<file path="src/rtl/rt_pkg.sv">
package rt_pkg;

    localparam int BCD_W = 4;
    localparam logic [BCD_W-1:0] BCD_TOP = 4'd9;

    typedef logic [BCD_W-1:0] bcd_t;

    typedef enum logic [1:0] {
        ST_IDLE = 2'd0,
        ST_RUN  = 2'd1,
        ST_DONE = 2'd2
    } rt_state_e;

    typedef struct packed {
        logic lamp;
        logic count_en;
    } rt_ctrl_t;

    function automatic bcd_t bcd_next(input bcd_t d);
        return (d == BCD_TOP) ? '0 : bcd_t'(d + 1'b1);
    endfunction

    function automatic logic bcd_is_top(input bcd_t d);
        return d == BCD_TOP;
    endfunction

endpackage

</file>
<file path="src/rtl/rt_stop_edge.sv">
module rt_stop_edge (
    input  logic clk,
    input  logic rst,
    input  logic btn,
    output logic press
);
    logic btn_q;

    always_ff @(posedge clk) begin
        if (rst) btn_q <= 1'b0;
        else     btn_q <= btn;
    end

    assign press = btn & ~btn_q;
endmodule

</file>
<file path="src/rtl/rt_ctrl.sv">
module rt_ctrl
    import rt_pkg::*;
(
    input  logic     clk,
    input  logic     rst,
    input  logic     clear,
    input  logic     go,
    input  logic     press,
    input  logic     tick,
    output rt_ctrl_t ctl
);
    rt_state_e state_q, state_d;

    always_comb begin
        state_d = state_q;
        if (clear) begin
            state_d = ST_IDLE;
        end else begin
            unique case (state_q)
                ST_IDLE: if (go)    state_d = ST_RUN;
                ST_RUN:  if (press) state_d = ST_DONE;
                ST_DONE: state_d = ST_DONE;
                default: state_d = ST_IDLE;
            endcase
        end
    end

    always_ff @(posedge clk) begin
        if (rst) state_q <= ST_IDLE;
        else     state_q <= state_d;
    end

    always_comb begin
        ctl.lamp     = (state_q == ST_RUN);
        ctl.count_en = (state_q == ST_RUN) && tick && !press && !clear;
    end
endmodule

</file>
<file path="src/rtl/rt_bcd_counter.sv">
module rt_bcd_counter
    import rt_pkg::*;
#(
    parameter int NUM_DIGITS = 4
) (
    input  logic                   clk,
    input  logic                   rst,
    input  logic                   clear,
    input  logic                   en,
    output bcd_t [NUM_DIGITS-1:0]  dig
);
    bcd_t [NUM_DIGITS-1:0] dig_q;
    logic [NUM_DIGITS-1:0] top_mask;
    logic [NUM_DIGITS-1:0] carry;
    logic                  all_top;

    assign all_top  = &top_mask;
    assign carry[0] = en & ~all_top;

    for (genvar g = 0; g < NUM_DIGITS; g++) begin : g_digit
        assign top_mask[g] = bcd_is_top(dig_q[g]);

        if (g < NUM_DIGITS - 1) begin : g_carry
            assign carry[g+1] = carry[g] & top_mask[g];
        end

        always_ff @(posedge clk) begin
            if (rst || clear)  dig_q[g] <= '0;
            else if (carry[g]) dig_q[g] <= bcd_next(dig_q[g]);
        end
    end

    assign dig = dig_q;
endmodule

</file>
<file path="src/rtl/reaction_core.sv">
module reaction_core
    import rt_pkg::*;
#(
    parameter int NUM_DIGITS = 4,
    localparam int DIG_BITS  = NUM_DIGITS * BCD_W
) (
    input  logic                clk,
    input  logic                rst,
    input  logic                tick_ms,
    input  logic                go,
    input  logic                stop_btn,
    input  logic                clear,
    output logic                lamp_on,
    output logic [DIG_BITS-1:0] digits
);
    logic                  stop_press;
    rt_ctrl_t              ctl;
    bcd_t [NUM_DIGITS-1:0] cnt;

    rt_stop_edge u_edge (
        .clk   (clk),
        .rst   (rst),
        .btn   (stop_btn),
        .press (stop_press)
    );

    rt_ctrl u_ctrl (
        .clk   (clk),
        .rst   (rst),
        .clear (clear),
        .go    (go),
        .press (stop_press),
        .tick  (tick_ms),
        .ctl   (ctl)
    );

    rt_bcd_counter #(.NUM_DIGITS(NUM_DIGITS)) u_cnt (
        .clk   (clk),
        .rst   (rst),
        .clear (clear),
        .en    (ctl.count_en),
        .dig   (cnt)
    );

    assign lamp_on = ctl.lamp;
    assign digits  = cnt;
endmodule

</file>
<file path="config.mk">
export PLATFORM = sky130hd
export DESIGN_NAME = reaction_core
export DESIGN_NICKNAME = d
export VERILOG_FILES = /design/src/rtl/rt_pkg.sv /design/src/rtl/rt_stop_edge.sv /design/src/rtl/rt_ctrl.sv /design/src/rtl/rt_bcd_counter.sv /design/src/rtl/reaction_core.sv
export SDC_FILE = /design/constraint.sdc
export NUM_CORES = 1
export LEC_CHECK = 0
export ABC_AREA = 1
export BUFFER_PORTS_ARGS = -buffer_cell sky130_fd_sc_hd__clkbuf_2
export CORE_MARGIN = 3
export CORE_UTILIZATION = 45
export CTS_CLUSTER_DIAMETER = 30
export DETAILED_ROUTE_END_ITERATION = 8
export PLACE_DENSITY = 0.76
export SLEW_MARGIN = 5
export SYNTH_ARGS = -nofsm -noshare
export SYNTH_HDL_FRONTEND = slang
export SYNTH_SLANG_ARGS = --single-unit
</file>
<file path="constraint.sdc">
create_clock -name clk -period 1.6 [get_ports clk]
set_clock_uncertainty 0.1 [all_clocks]
set_input_delay 0.24 -clock clk [delete_from_list [all_inputs] [get_ports clk]]
set_output_delay 0.24 -clock clk [all_outputs]
set_load 0.01 [all_outputs]
</file>
======== Word-level counts from Yosys, hierarchy flattened ========
Index checks and enable logic that the tools add are counted.
storage, ports and cells
  output and inout bits ................... 17
  bits of input ports ..................... 6
  flip-flop bits (word level) ............. 19
operators by class
  add/sub/neg operators ................... 4
  muxes and demuxes ....................... 7
  bitwise logic cells ..................... 7
  reduce and logical (&&, ||, !) cells .... 10
  equality and inequality tests ........... 8
operators by type and width
  operator                                                                 count
  4-bit by 1-bit adder with 4-bit output, second input constant            4
  4-bit == test, second input constant                                     4
  4-bit two-way mux                                                        4
  2-bit case mux with 3 select lines                                       1
  1-bit bitwise AND                                                        5
  2-bit two-way mux                                                        2
  4-bit AND reduction                                                      1
  1-bit logical AND                                                        3
  2-bit by 1-bit == test with 1-bit output, second input constant          1
  2-bit == test, second input constant                                     1
  1-bit zero test                                                          2
  2-bit zero test                                                          1
  2-bit by 1-bit inequality test with 1-bit output, second input constant  1
  2-bit inequality test, second input constant                             1
  1-bit inverter                                                           2
  2-bit AND reduction                                                      1
  2-bit OR reduction                                                       1
  1-bit logical OR                                                         1

======== Depth between registers and ports, before layout ========
Gate-level depths: netlist of the first run.
  word-level depth ........................ 9
  gate-level depth with buffers ........... 10
  gate-level depth less buffers ........... 10

======== By module ========
A second synthesis of the first run with hierarchy kept.
second synthesis, totals
  cells, all modules ...................... 157
  area total of the unflattened synthesis .. 1099.8 um2
modules (own cells, without submodules)
  module          cells an instance  area an instance (um2)  instances  seq. area each (um2)
  rt_bcd_counter  131                925.9                   1          320.3
  rt_ctrl         22                 142.6                   1          40.0
  rt_stop_edge    4                  31.3                    1          20.0

======== Least setup slack after synthesis of the first run ========
OpenSTA, ideal clock, no wires.
  path type ............................... flip-flop to flip-flop
  start point ............................. register u_ctrl.state_q[1]
  end point ............................... register u_cnt.dig_q, in the netlist u_cnt.dig[14]
  cell stages (with the launch flop) ...... 10
  arrival time ............................ 1.301 ns
  buffers on the path ..................... 0
  setup slack ............................. 0.087 ns
  library setup time ...................... 0.113 ns
  clock period less this slack ............ 1.513 ns
  required time ........................... 1.387 ns
  cells stage by stage .................... dfxtp_1 > inv_1 > ha_1 > nand2_2 > nor2_8 > nand4_4 > nor2_4 > nand2_2 > nand2_1 > nor2_1
on the way
  word-level cells in the longest chain between the ends .. 8
RTL lines
  item                                      RTL line              source
  start, declared                           rt_ctrl.sv:12         rt_state_e state_q, state_d;
  start signal, assigned                    rt_ctrl.sv:30         else state_q <= state_d;
  2-bit by 1-bit == test with 1-bit output  -
  net lamp_on                               reaction_core.sv:13   output logic lamp_on,
  1-bit logical AND (3 in series)           rt_ctrl.sv:35         ctl.count_en = (state_q == ST_RUN) && tick && !press && !clear;
  1-bit bitwise AND                         rt_bcd_counter.sv:18  assign carry[0] = en & ~all_top;
  1-bit bitwise AND (3 in series)           rt_bcd_counter.sv:24  assign carry[g+1] = carry[g] & top_mask[g];
  end signal, assigned by index             rt_bcd_counter.sv:29  else if (carry[g]) dig_q[g] <= bcd_next(dig_q[g]);
  end, declared                             rt_bcd_counter.sv:12  bcd_t [NUM_DIGITS-1:0] dig_q;
The timed path passes the listed nets, and every way through them passes these cells.
A chain may end at the register's enable or synchronous reset.

======== Final worst setup path of the first run ========
  start point ............................. register u_ctrl.state_q[0]
  end point ............................... register u_cnt.dig_q, in the netlist u_cnt.dig[14]
on the way
  word-level cells in the longest chain between the ends .. 8
RTL lines
  item                                      RTL line
  2-bit by 1-bit == test with 1-bit output  rt_ctrl.sv:35
  1-bit logical AND (3 in series)           rt_ctrl.sv:35
  1-bit bitwise AND                         rt_bcd_counter.sv:18
  1-bit bitwise AND (3 in series)           rt_bcd_counter.sv:24
No other way between the ends.

==> results of run 1 <==
tightest hold or removal path, cell delays in order:
cell,delay (ns)
clkbuf_2,0.09
inv_1,0.05
nor2_1,0.03
state kept, by name, indices dropped and copies added (netlist names):
name            flops
u_ctrl.state_q      2
u_cnt.dig          16
u_edge.btn_q        1
power by group:
| group | internal (W) | switching (W) | leakage, nW |
|---|---|---|---|
| logic | 0.0000256 | 0.0000408 | 0.466 |
| clock network | 0.0000970 | 0.000152 | 0.0150 |
| registers | 0.000478 | 0.00000344 | 0.155 |
| total | 0.000601 | 0.000196 | 0.635 |
path summary, 6_finish.rpt:
kind         slack [ns]           endpoint  cells past startpoint
max                0.08      u_cnt.dig[14]                      8
min                0.05       u_edge.btn_q                      3
max reg2reg        0.08      u_cnt.dig[14]                      8
min reg2reg        0.42  u_ctrl.state_q[1]                      2
area by class of cell:
type / count / share of cell area
multi-input cells: 111 / 0.510
flip-flops and latches: 19 / 0.277
repair buffers: 26 / 0.103
inverters: 24 / 0.0660
well taps: 28 / 0.0253
clock buffers: 4 / 0.0190
what timing repair did:
| action | 4_1_cts | 5_1_grt |
|---|---|---|
| resized for setup | 0 | 6 |
| endpoints found under the hold margin | 1 | 0 |
| hold buffers | 1 | 0 |
| buffers inserted | 0 | 1 |
| endpoints found under the setup margin | 0 | 15 |
placed cells by master, fill, tap and decap left out:
| master | synthesis | layout |
|---|---|---|
| clkbuf_4 | 0 | 3 |
| nor2_8 | 3 | 3 |
| dlygate4sd3_1 | 0 | 1 |
| nand2_2 | 4 | 3 |
| nand2_4 | 5 | 6 |
| inv_1 | 13 | 12 |
| o21ai_0 | 5 | 5 |
| inv_2 | 8 | 9 |
| clkbuf_1 | 1 | 1 |
| nand4_1 | 3 | 3 |
| xnor2_1 | 2 | 2 |
| nor2_2 | 2 | 2 |
| a21oi_2 | 3 | 3 |
| clkinv_1 | 2 | 2 |
| buf_4 | 0 | 3 |
| nand2_1 | 30 | 30 |
| a211oi_1 | 1 | 1 |
| nand3_1 | 5 | 5 |
| nor2_1 | 19 | 19 |
| dfxtp_2 | 0 | 2 |
| nor2_4 | 4 | 4 |
| clkinv_2 | 1 | 1 |
| dfxtp_1 | 19 | 17 |
| xor2_1 | 2 | 2 |
| nand4_4 | 2 | 2 |
| ha_4 | 0 | 1 |
| nand3_2 | 1 | 1 |
| ha_1 | 2 | 1 |
| o21ai_1 | 6 | 6 |
| clkbuf_2 | 0 | 22 |
| a21oi_1 | 12 | 12 |
stage by stage:
step / setup TNS (ns) / cells / hold slack (ns) / power [W]
floorplan: 0 / 155 / 0.211 / 0.000529
global placement: 0 / 206 / 0.312 / 0.000544
detailed placement: 0 / 206 / 0.316 / 0.000549
CTS: 0 / 211 / 0.0421 / 0.000797
global route: -0.0201 / 212 / 0.0572 / 0.000831
finish: 0 / 212 / 0.0504 / 0.000797
metal layers:
layer  global-route usage  part of all wire  vias to the layer above
li1                     -                 -                      553
met3               0.0230             0.033                        4
met2                0.259              0.49                       19
met1                0.199              0.46                      480
met4               0.0397             0.011                        0
met5                    0                 0                        -
cell families after synthesis:
family | after synthesis
buffers and inverters | 25
and+or+nand+nor | 78
xor gates and xnor gates | 4
adders and majority gates | 2
AOI/OAI and AO/OA | 27
DFF | 19
==> metrics, run 1 <==
via count=1056; fin. max-slew vios=0; Starting DRT DRC Count=32; crit path kind=flop to flop; Mapped Avg Cell Area=7.51 um^2; area share of the largest cell type after synthesis=0.327; die height=56.9 um; Worst-Margin Slew=0.287 ns; crit end category=flop; most frequent cell after synthesis=nand2_1; Post-DP Area=0.00132 mm^2; FMAX=660 MHz; # fillers=225; critical hold path startpoint=stop_btn; Critical Path AT=1.62 ns; Cells after Synth=155; Antenna diodes=0; Hold Path Class=input port to flop; mux cell area share after synthesis=0; Final ANT Viol Nets=0; Multi-input gate area=706 um^2; setup ws final=0.0848 ns; Vias/cell=4.98; outcome=finished clean; CP delay by family, top=simple AND/OR/NAND/NOR gates; min cycle time layout=1.52 ns; Die ar.=0.00323 mm^2; floorplan core area=0.00234 mm^2; PwrDens=576 mW/mm^2; CP Cell Sequence=ha_4, nand2_4, nor2_8, nand4_4, nor2_4, nand2_2, nand2_1, nor2_1; maxcap violations=0; I/O pin count=23; final hold violation count=0; Worst-path clk slew=0.11 ns; largest family of logic cells by synthesized area=simple AND/OR/NAND/NOR gates; dpl hpwl=1880 um; Crit Path Max Fanout=8; synth cell count leaders=nand2_1 (30), dfxtp_1 (19), nor2_1 (19), inv_1 (13), a21oi_1 (12); first-pass GRT wire length=4030 um; VDD IR max=0.510 mV; WL/cell=11.1 um; Synth area leader=dfxtp_1; Die W=56.9 um; top post-synthesis cells by area=dfxtp_1 (33%), nand2_1 (9.7%), nor2_1 (6.1%); 1st-pass router iterations=4; Layout area overhead=18.9%; crit path launch type=flop; Compound-Gate Fraction of Synth Area=0.128; Routed WL=2360 um; # setup viols final=0; final instance area=0.00138 mm^2; adder-cell area share of the yosys netlist=0.0215; xor and xnor area share after synthesis=0.0301; Initial Util=0.497; Setup crit start=u_ctrl.state_q[0]; initial antenna violation count=0; Congestion Overflow GR=0; asr flop ratio synth=0; worst slack at placement=0.0119 ns; Reg area=383 um^2; fin crit share=0.947; vias in the first global route=948; CTS root buffer=clkbuf_4; Synth Cell Area=0.00116 mm^2; Simple-Gate Fraction of Synth Area=0.412; Worst path max stage delay=0.40 ns; Final #Nets=193; clock insertion delay at the later pin of the skew report=0.30 ns; relative slew slack=0.807; Num CTS Buffers=3; # rows=17; CTS HTree Levels=1; share of cells above drive strength 1=0.353; clock tree buffer depth=2; Synth Flop Type=dfxtp_1; RePlAce Congestion=0.744; Synth cell types=25; TritonCTS clock tree=built; FF+latch count, synth=19; residual DRC count=0; syn nets=163; number of buffers and inverters on the critical path=0; EDFF count, synth=0; Pleak=0.635 nW; YS warnings=0; CP max stage cell=dfxtp_1; PortBufs=22; FF-to-FF Start=u_ctrl.state_q[0]; part of the Yosys area used for sequential elements=0.327; Num Clock Sinks=19; total track usage=0.152; WP data required=1.71 ns; largest net degree at the start of global routing=11; final core occ=0.591
(Power assumes the default switching activity.)
==> run 2, diff against run 1 <==
==> constraint.sdc (replaced) <==
create_clock -name clk -period 1.85 [get_ports clk]
set_clock_uncertainty 0.1 [all_clocks]
set_input_delay 0.2775 -clock clk [delete_from_list [all_inputs] [get_ports clk]]
set_output_delay 0.2775 -clock clk [all_outputs]
set_load 0.01 [all_outputs]
==> metrics, run 2 (synthesis gave the netlist of run 1 again) <==
outcome=finished clean; Crit Path Max Fanout=8; Worst path most repeated cell=nand2_2; internal power=0.000515 W; FMAX=637 MHz; min cycle time layout=1.57 ns; die height=56.9 um; PwrDens=503 mW/mm^2; CP Cell Sequence=inv_1, ha_1, nand2_2, nor2_8, nand4_4, nor2_4, nand2_2, nand2_1, nor2_1; WP data required=1.96 ns; Worst path max stage delay=0.32 ns; RePlAce Congestion=0.745; # fillers=238; total track usage=0.146; Seq pwr share=0.617; Initial Util=0.497; Vias/cell=4.93; # rows=17; Sum Neg Setup Slack=0 ns; clock insertion delay at the later pin of the skew report=0.30 ns; hold path depth=2; Critical Path AT=1.67 ns; switch share=0.235; Antenna diodes=0; clock tree buffer depth=2; vias in the first global route=927; dpl hpwl=1780 um; FF-to-FF Start=u_ctrl.state_q[1]; Die ar.=0.00323 mm^2; crit end category=flop; Num CTS Buffers=3; most frequent cells in the layout=nand2_1 (30), clkbuf_2 (22), nor2_1 (19), dfxtp_1 (19), inv_1 (13); Pleak=0.613 nW; initial antenna violation count=0; residual DRC count=0; Hold EP=u_edge.btn_q; fin. max-slew vios=0; VDD IR max=0.348 mV; total power=0.000673 W; PortBufs=22; switching power=0.000158 W; relative slew slack=0.813; Die W=56.9 um; CP max stage cell=dfxtp_1; Final #Nets=190; critical hold path startpoint=rst; Worst-path clk slew=0.11 ns; number of buffers and inverters on the critical path=1; floorplan core area=0.00234 mm^2; reg-to-reg endpoint=u_cnt.dig[14]; Final ANT Viol Nets=0; CTS HTree Levels=1; Post-DP Area=0.00131 mm^2; Layout area overhead=15.1%; CTS root buffer=clkbuf_4; Clock power frac=0.312; TritonCTS clock tree=built; Worst-Margin Slew=0.278 ns; WL/cell=10.3 um; Cell Count, Final, Fillers Out=209; FF-to-FF path depth=9; share of cells above drive strength 1=0.326; Routed WL=2160 um; total of cells resized after clock tree synthesis=0; crit path kind=flop to flop; Largest register FFs=16; # setup viols final=0; commonest non-fill, non-tap cell in the layout=nand2_1; CP delay by family, top=simple AND/OR/NAND/NOR gates; fin crit share=0.848; Hold Path Class=input port to flop; maxcap violations=0; crit path launch type=flop; Num Clock Sinks=19; final hold violation count=0; largest net degree at the start of global routing=11; 1st-pass router iterations=4; setup bufs post-CTS=0; first-pass GRT wire length=3850 um; hold buffers post-CTS=0; RSZ-0062 raised after global routing=false; via count=1030; I/O pin count=23; Congestion Overflow GR=0; worst reg2reg setup slack=0.28 ns; Logic pwr share=0.071; placed cells=205; final instance area=0.00134 mm^2; Starting DRT DRC Count=17
==> run 2: changes by cell type in the layout (fill, tap and decap cells not counted) <==
cell           delta
nand2_2           +1
dfxtp_2           -2
ha_1              +1
dfxtp_1           +2
nand2_4           -1
ha_4              -1
inv_1             +1
inv_2             -1
buf_4             -2
dlygate4sd3_1     -1
==> run 2: worst max path at each step <==
stage	start	to	slack, ns	cells after the start
floorplan	u_ctrl.state_q[1]	u_cnt.dig[14]	0.34	9
global placement	u_ctrl.state_q[1]	u_cnt.dig[14]	0.35	9
detailed placement	u_ctrl.state_q[1]	u_cnt.dig[14]	0.28	9
CTS	u_ctrl.state_q[1]	u_cnt.dig[14]	0.27	9
global route	u_ctrl.state_q[1]	u_cnt.dig[14]	0.16	9
finish	u_ctrl.state_q[1]	u_cnt.dig[14]	0.28	9
==> run 2: layer usage <==
| layer | share of wire | routed length (um) | vias to the layer above | track usage |
|---|---|---|---|---|
| li1 | - | - | 545 | - |
| met2 | 0.48 | 1030 | 18 | 0.238 |
| met1 | 0.47 | 1020 | 464 | 0.189 |
| met5 | 0 | 0 | - | 0 |
| met4 | 0.013 | 29 | 0 | 0.0596 |
| met3 | 0.039 | 84 | 3 | 0.0230 |
==> run 2: cell type report <==
cell class | instances | area [um^2] | share of cell area
inverter | 24 | 91.3 | 0.0682
timing repair buffer | 23 | 118 | 0.0879
clock buffer | 4 | 26.3 | 0.0196
tap | 28 | 35.0 | 0.0262
sequential | 19 | 380 | 0.284
multi-input combinational | 111 | 688 | 0.514
==> run 2: power by group through the flow <==
stage / combinational, W / sequential, W / clock (W)
finish: 0.0000481 / 0.000415 / 0.000210
global route: 0.0000551 / 0.000416 / 0.000240
CTS: 0.0000489 / 0.000415 / 0.000226
detailed placement: 0.0000486 / 0.000425 / 0
global placement: 0.0000463 / 0.000424 / 0
floorplan: 0.0000333 / 0.000424 / 0
==> run 2: per-stage QoR <==
stage	worst slack [ns]	hold slack (ns)	util
floorplan	0.337	0.249	-
global placement	0.353	0.349	0.561
global route	0.155	0.0243	0.572
finish	0.281	0.0360	0.572
detailed placement	0.279	0.352	0.561
CTS	0.271	0.0219	0.572
==> run 3, diff against run 2 <==
--- a/config.mk
+++ b/config.mk
@@ -5,13 +5,13 @@
 export SDC_FILE = /design/constraint.sdc
 export NUM_CORES = 1
 export LEC_CHECK = 0
-export ABC_AREA = 1
+export ABC_AREA = 0
 export BUFFER_PORTS_ARGS = -buffer_cell sky130_fd_sc_hd__clkbuf_2
 export CORE_MARGIN = 3
 export CORE_UTILIZATION = 45
 export CTS_CLUSTER_DIAMETER = 30
 export DETAILED_ROUTE_END_ITERATION = 8
-export PLACE_DENSITY = 0.76
+export PLACE_DENSITY = 0.77
 export SLEW_MARGIN = 5
 export SYNTH_ARGS = -nofsm -noshare
 export SYNTH_HDL_FRONTEND = slang
==> constraint.sdc (replaced) <==
create_clock -name clk -period 1.6 [get_ports clk]
set_clock_uncertainty 0.1 [all_clocks]
set_input_delay 0.24 -clock clk [delete_from_list [all_inputs] [get_ports clk]]
set_output_delay 0.24 -clock clk [all_outputs]
set_load 0.01 [all_outputs]
==> metrics, run 3 <==
largest family of logic cells by synthesized area=simple AND/OR/NAND/NOR gates; largest net degree at the start of global routing=13; final instance area=0.00150 mm^2; initial antenna violation count=0; mux cell area share after synthesis=0.0270; FF+latch count, synth=19; reg-to-reg endpoint=u_cnt.dig[1]; Critical Path End=u_cnt.dig[1]; syn nets=139; outcome=finished clean; Antenna diodes=0; Die W=55.7 um; Routed WL=3060 um; clock insertion delay at the later pin of the skew report=0.29 ns; hold buffers post-CTS=0; Mapped Avg Cell Area=8.48 um^2; 1st-pass router iterations=4; CP Cell Sequence=nand4bb_1, nor4_4, buf_4, or4_1, a21oi_1; most frequent cell after synthesis=dfxtp_1; Cells after Synth=131; adder-cell area share of the yosys netlist=0.0225; final hold violation count=0; crit path launch type=flop; PwrDens=519 mW/mm^2; Critical Path AT=1.71 ns; Hold Path Class=input port to flop; WL/cell=15.0 um; CTS HTree Levels=1; placed cells=197; area share of the largest cell type after synthesis=0.342; most frequent cells in the layout=buf_4 (24), clkbuf_2 (22), nand2_1 (11), dfxtp_1 (11), nor2_1 (10); total track usage=0.191; Simple-Gate Fraction of Synth Area=0.387; Num CTS Buffers=3; clock tree buffer depth=2; WHS=0.0396 ns; min cycle time layout=1.58 ns; maxcap violations=0; Cell Count, Final, Fillers Out=204; Num Clock Sinks=19; first-pass GRT wire length=4890 um; internal power=0.000601 W; FF-to-FF Start=u_cnt.dig[13]; Clock power frac=0.307; Synth Flop Type=dfxtp_1; TritonCTS clock tree=built; Die ar.=0.00310 mm^2; floorplan core area=0.00228 mm^2; top post-synthesis cells by area=dfxtp_1 (34%), a21oi_1 (4.1%), nand4_1 (3.9%); commonest non-fill, non-tap cell in the layout=buf_4; # setup viols final=0; Congestion Overflow GR=0; Logic pwr share=0.079; Post-DP Area=0.00139 mm^2; YS warnings=0; Compound-Gate Fraction of Synth Area=0.167; Seq pwr share=0.614; FF-to-FF path depth=5; via count=1223; Synth cell types=42; Final ANT Viol Nets=0; Worst path max stage delay=0.41 ns; xor and xnor area share after synthesis=0.00788; Vias/cell=6.00; Pleak=0.607 nW; FMAX=633 MHz; vias in the first global route=1132; Initial Util=0.488; Largest register FFs=16; PortBufs=22; fin. max-slew vios=0; Synth area leader=dfxtp_1; synth cell count leaders=dfxtp_1 (19), nand2_1 (11), nor2_1 (11), a21oi_1 (9), inv_1 (8); switch share=0.229; Crit Path Max Fanout=6; VDD IR max=0.526 mV; worst reg2reg setup slack=0.02 ns; residual DRC count=0; # rows=17; Worst-path clk slew=0.10 ns; crit path kind=flop to flop; dpl hpwl=2250 um; Starting DRT DRC Count=69; EDFF count, synth=0; share of cells above drive strength 1=0.409; Setup crit start=u_cnt.dig[13]; CP max stage cell=or4_1; die height=55.7 um; Synth Cell Area=0.00111 mm^2; fin crit share=0.987; asr flop ratio synth=0; RSZ-0062 raised after global routing=true; WP data required=1.73 ns; CTS root buffer=clkbuf_4; RePlAce Congestion=0.884; crit end category=flop; switching power=0.000178 W; Final #Nets=185; part of the Yosys area used for sequential elements=0.342; Worst-Margin Slew=0.269 ns; I/O pin count=23; Layout area overhead=35.0%; relative slew slack=0.819
## run 3: changes by cell type after synthesis, moves of 5 or more
cell | previous run | this run
inv_1 | 13 | 8
nand2_4 | 5 | 0
inv_2 | 8 | 0
o21ai_1 | 6 | 1
nand2_1 | 30 | 11
nor2_1 | 19 | 11
## run 3: per-stage QoR
stage | util | setup TNS (ns) | total power (W) | setup WS [ns]
after floorplan | - | -0.0110 | 0.000524 | -0.0110
after global placement | 0.612 | 0 | 0.000545 | 0.0657
after detailed placement | 0.612 | -0.0152 | 0.000548 | -0.0152
after CTS | 0.627 | 0 | 0.000785 | 0.00147
after global routing | 0.659 | -0.176 | 0.000813 | -0.0408
final | 0.659 | 0 | 0.000779 | 0.0206
## run 3: worst min-delay path by stage
stage,depth (start not counted),slack (ns),start,endpoint
after CTS,2,0.04,rst,u_edge.btn_q
final,2,0.04,rst,u_edge.btn_q
after global placement,2,0.34,rst,u_edge.btn_q
after global routing,2,0.05,rst,u_edge.btn_q
after detailed placement,2,0.36,rst,u_edge.btn_q
after floorplan,1,0.21,rst,u_edge.btn_q
## run 3: area by class of cell
| cell class | count | area [um^2] |
|---|---|---|
| clock buffers | 4 | 26.3 |
| fillers | 186 | 776 |
| inverters | 8 | 30.0 |
| multi-input cells | 99 | 728 |
| flip-flops and latches | 19 | 390 |
| well taps | 28 | 35.0 |
| repair buffers | 46 | 290 |
## run 3: cells by family (layout without fill, tap and decap cells)
| group | Yosys count | after routing |
|---|---|---|
| AOI/OAI and AO/OA | 27 | 27 |
| adders and majority gates | 2 | 2 |
| DFF | 19 | 19 |
| muxes | 3 | 3 |
| buffers and inverters | 13 | 58 |
| xor gates and xnor gates | 1 | 1 |
| and+or+nand+nor | 66 | 66 |
## run 3: per-layer routing
layer / GRT usage / share of wire / vias up
li1: - / - / 582
met1: 0.245 / 0.43 / 580
met2: 0.316 / 0.50 / 59
met3: 0.0325 / 0.062 / 2
met4: 0.0764 / 0.0056 / 0
met5: 0 / 0 / -
## run 3: power groups by stage
stage	Sequential, W	Combinational [W]	Clock, W
after global routing	0.000479	0.0000668	0.000267
after global placement	0.000488	0.0000563	0
after CTS	0.000478	0.0000588	0.000248
after detailed placement	0.000489	0.0000588	0
after floorplan	0.000488	0.0000361	0
final	0.000478	0.0000614	0.000239
## run 3: repair_timing
action / 4_1_cts / 5_1_grt
pin swaps: 1 / 3
buffers inserted: 1 / 2
hold endpoints to repair: 0 / 0
resized for setup: 0 / 18
cloned: 0 / 0
endpoints found under the setup margin: 2 / 14
## run 3: worst max-delay path, delay by kind of cell, from the launching register on
kind / cells / cell delay, ns
AO/OA/AOI/OAI: 1 / 0.13
buffers and inverters: 1 / 0.16
flip-flops: 1 / 0.40
AND/OR/NAND/NOR: 3 / 0.72
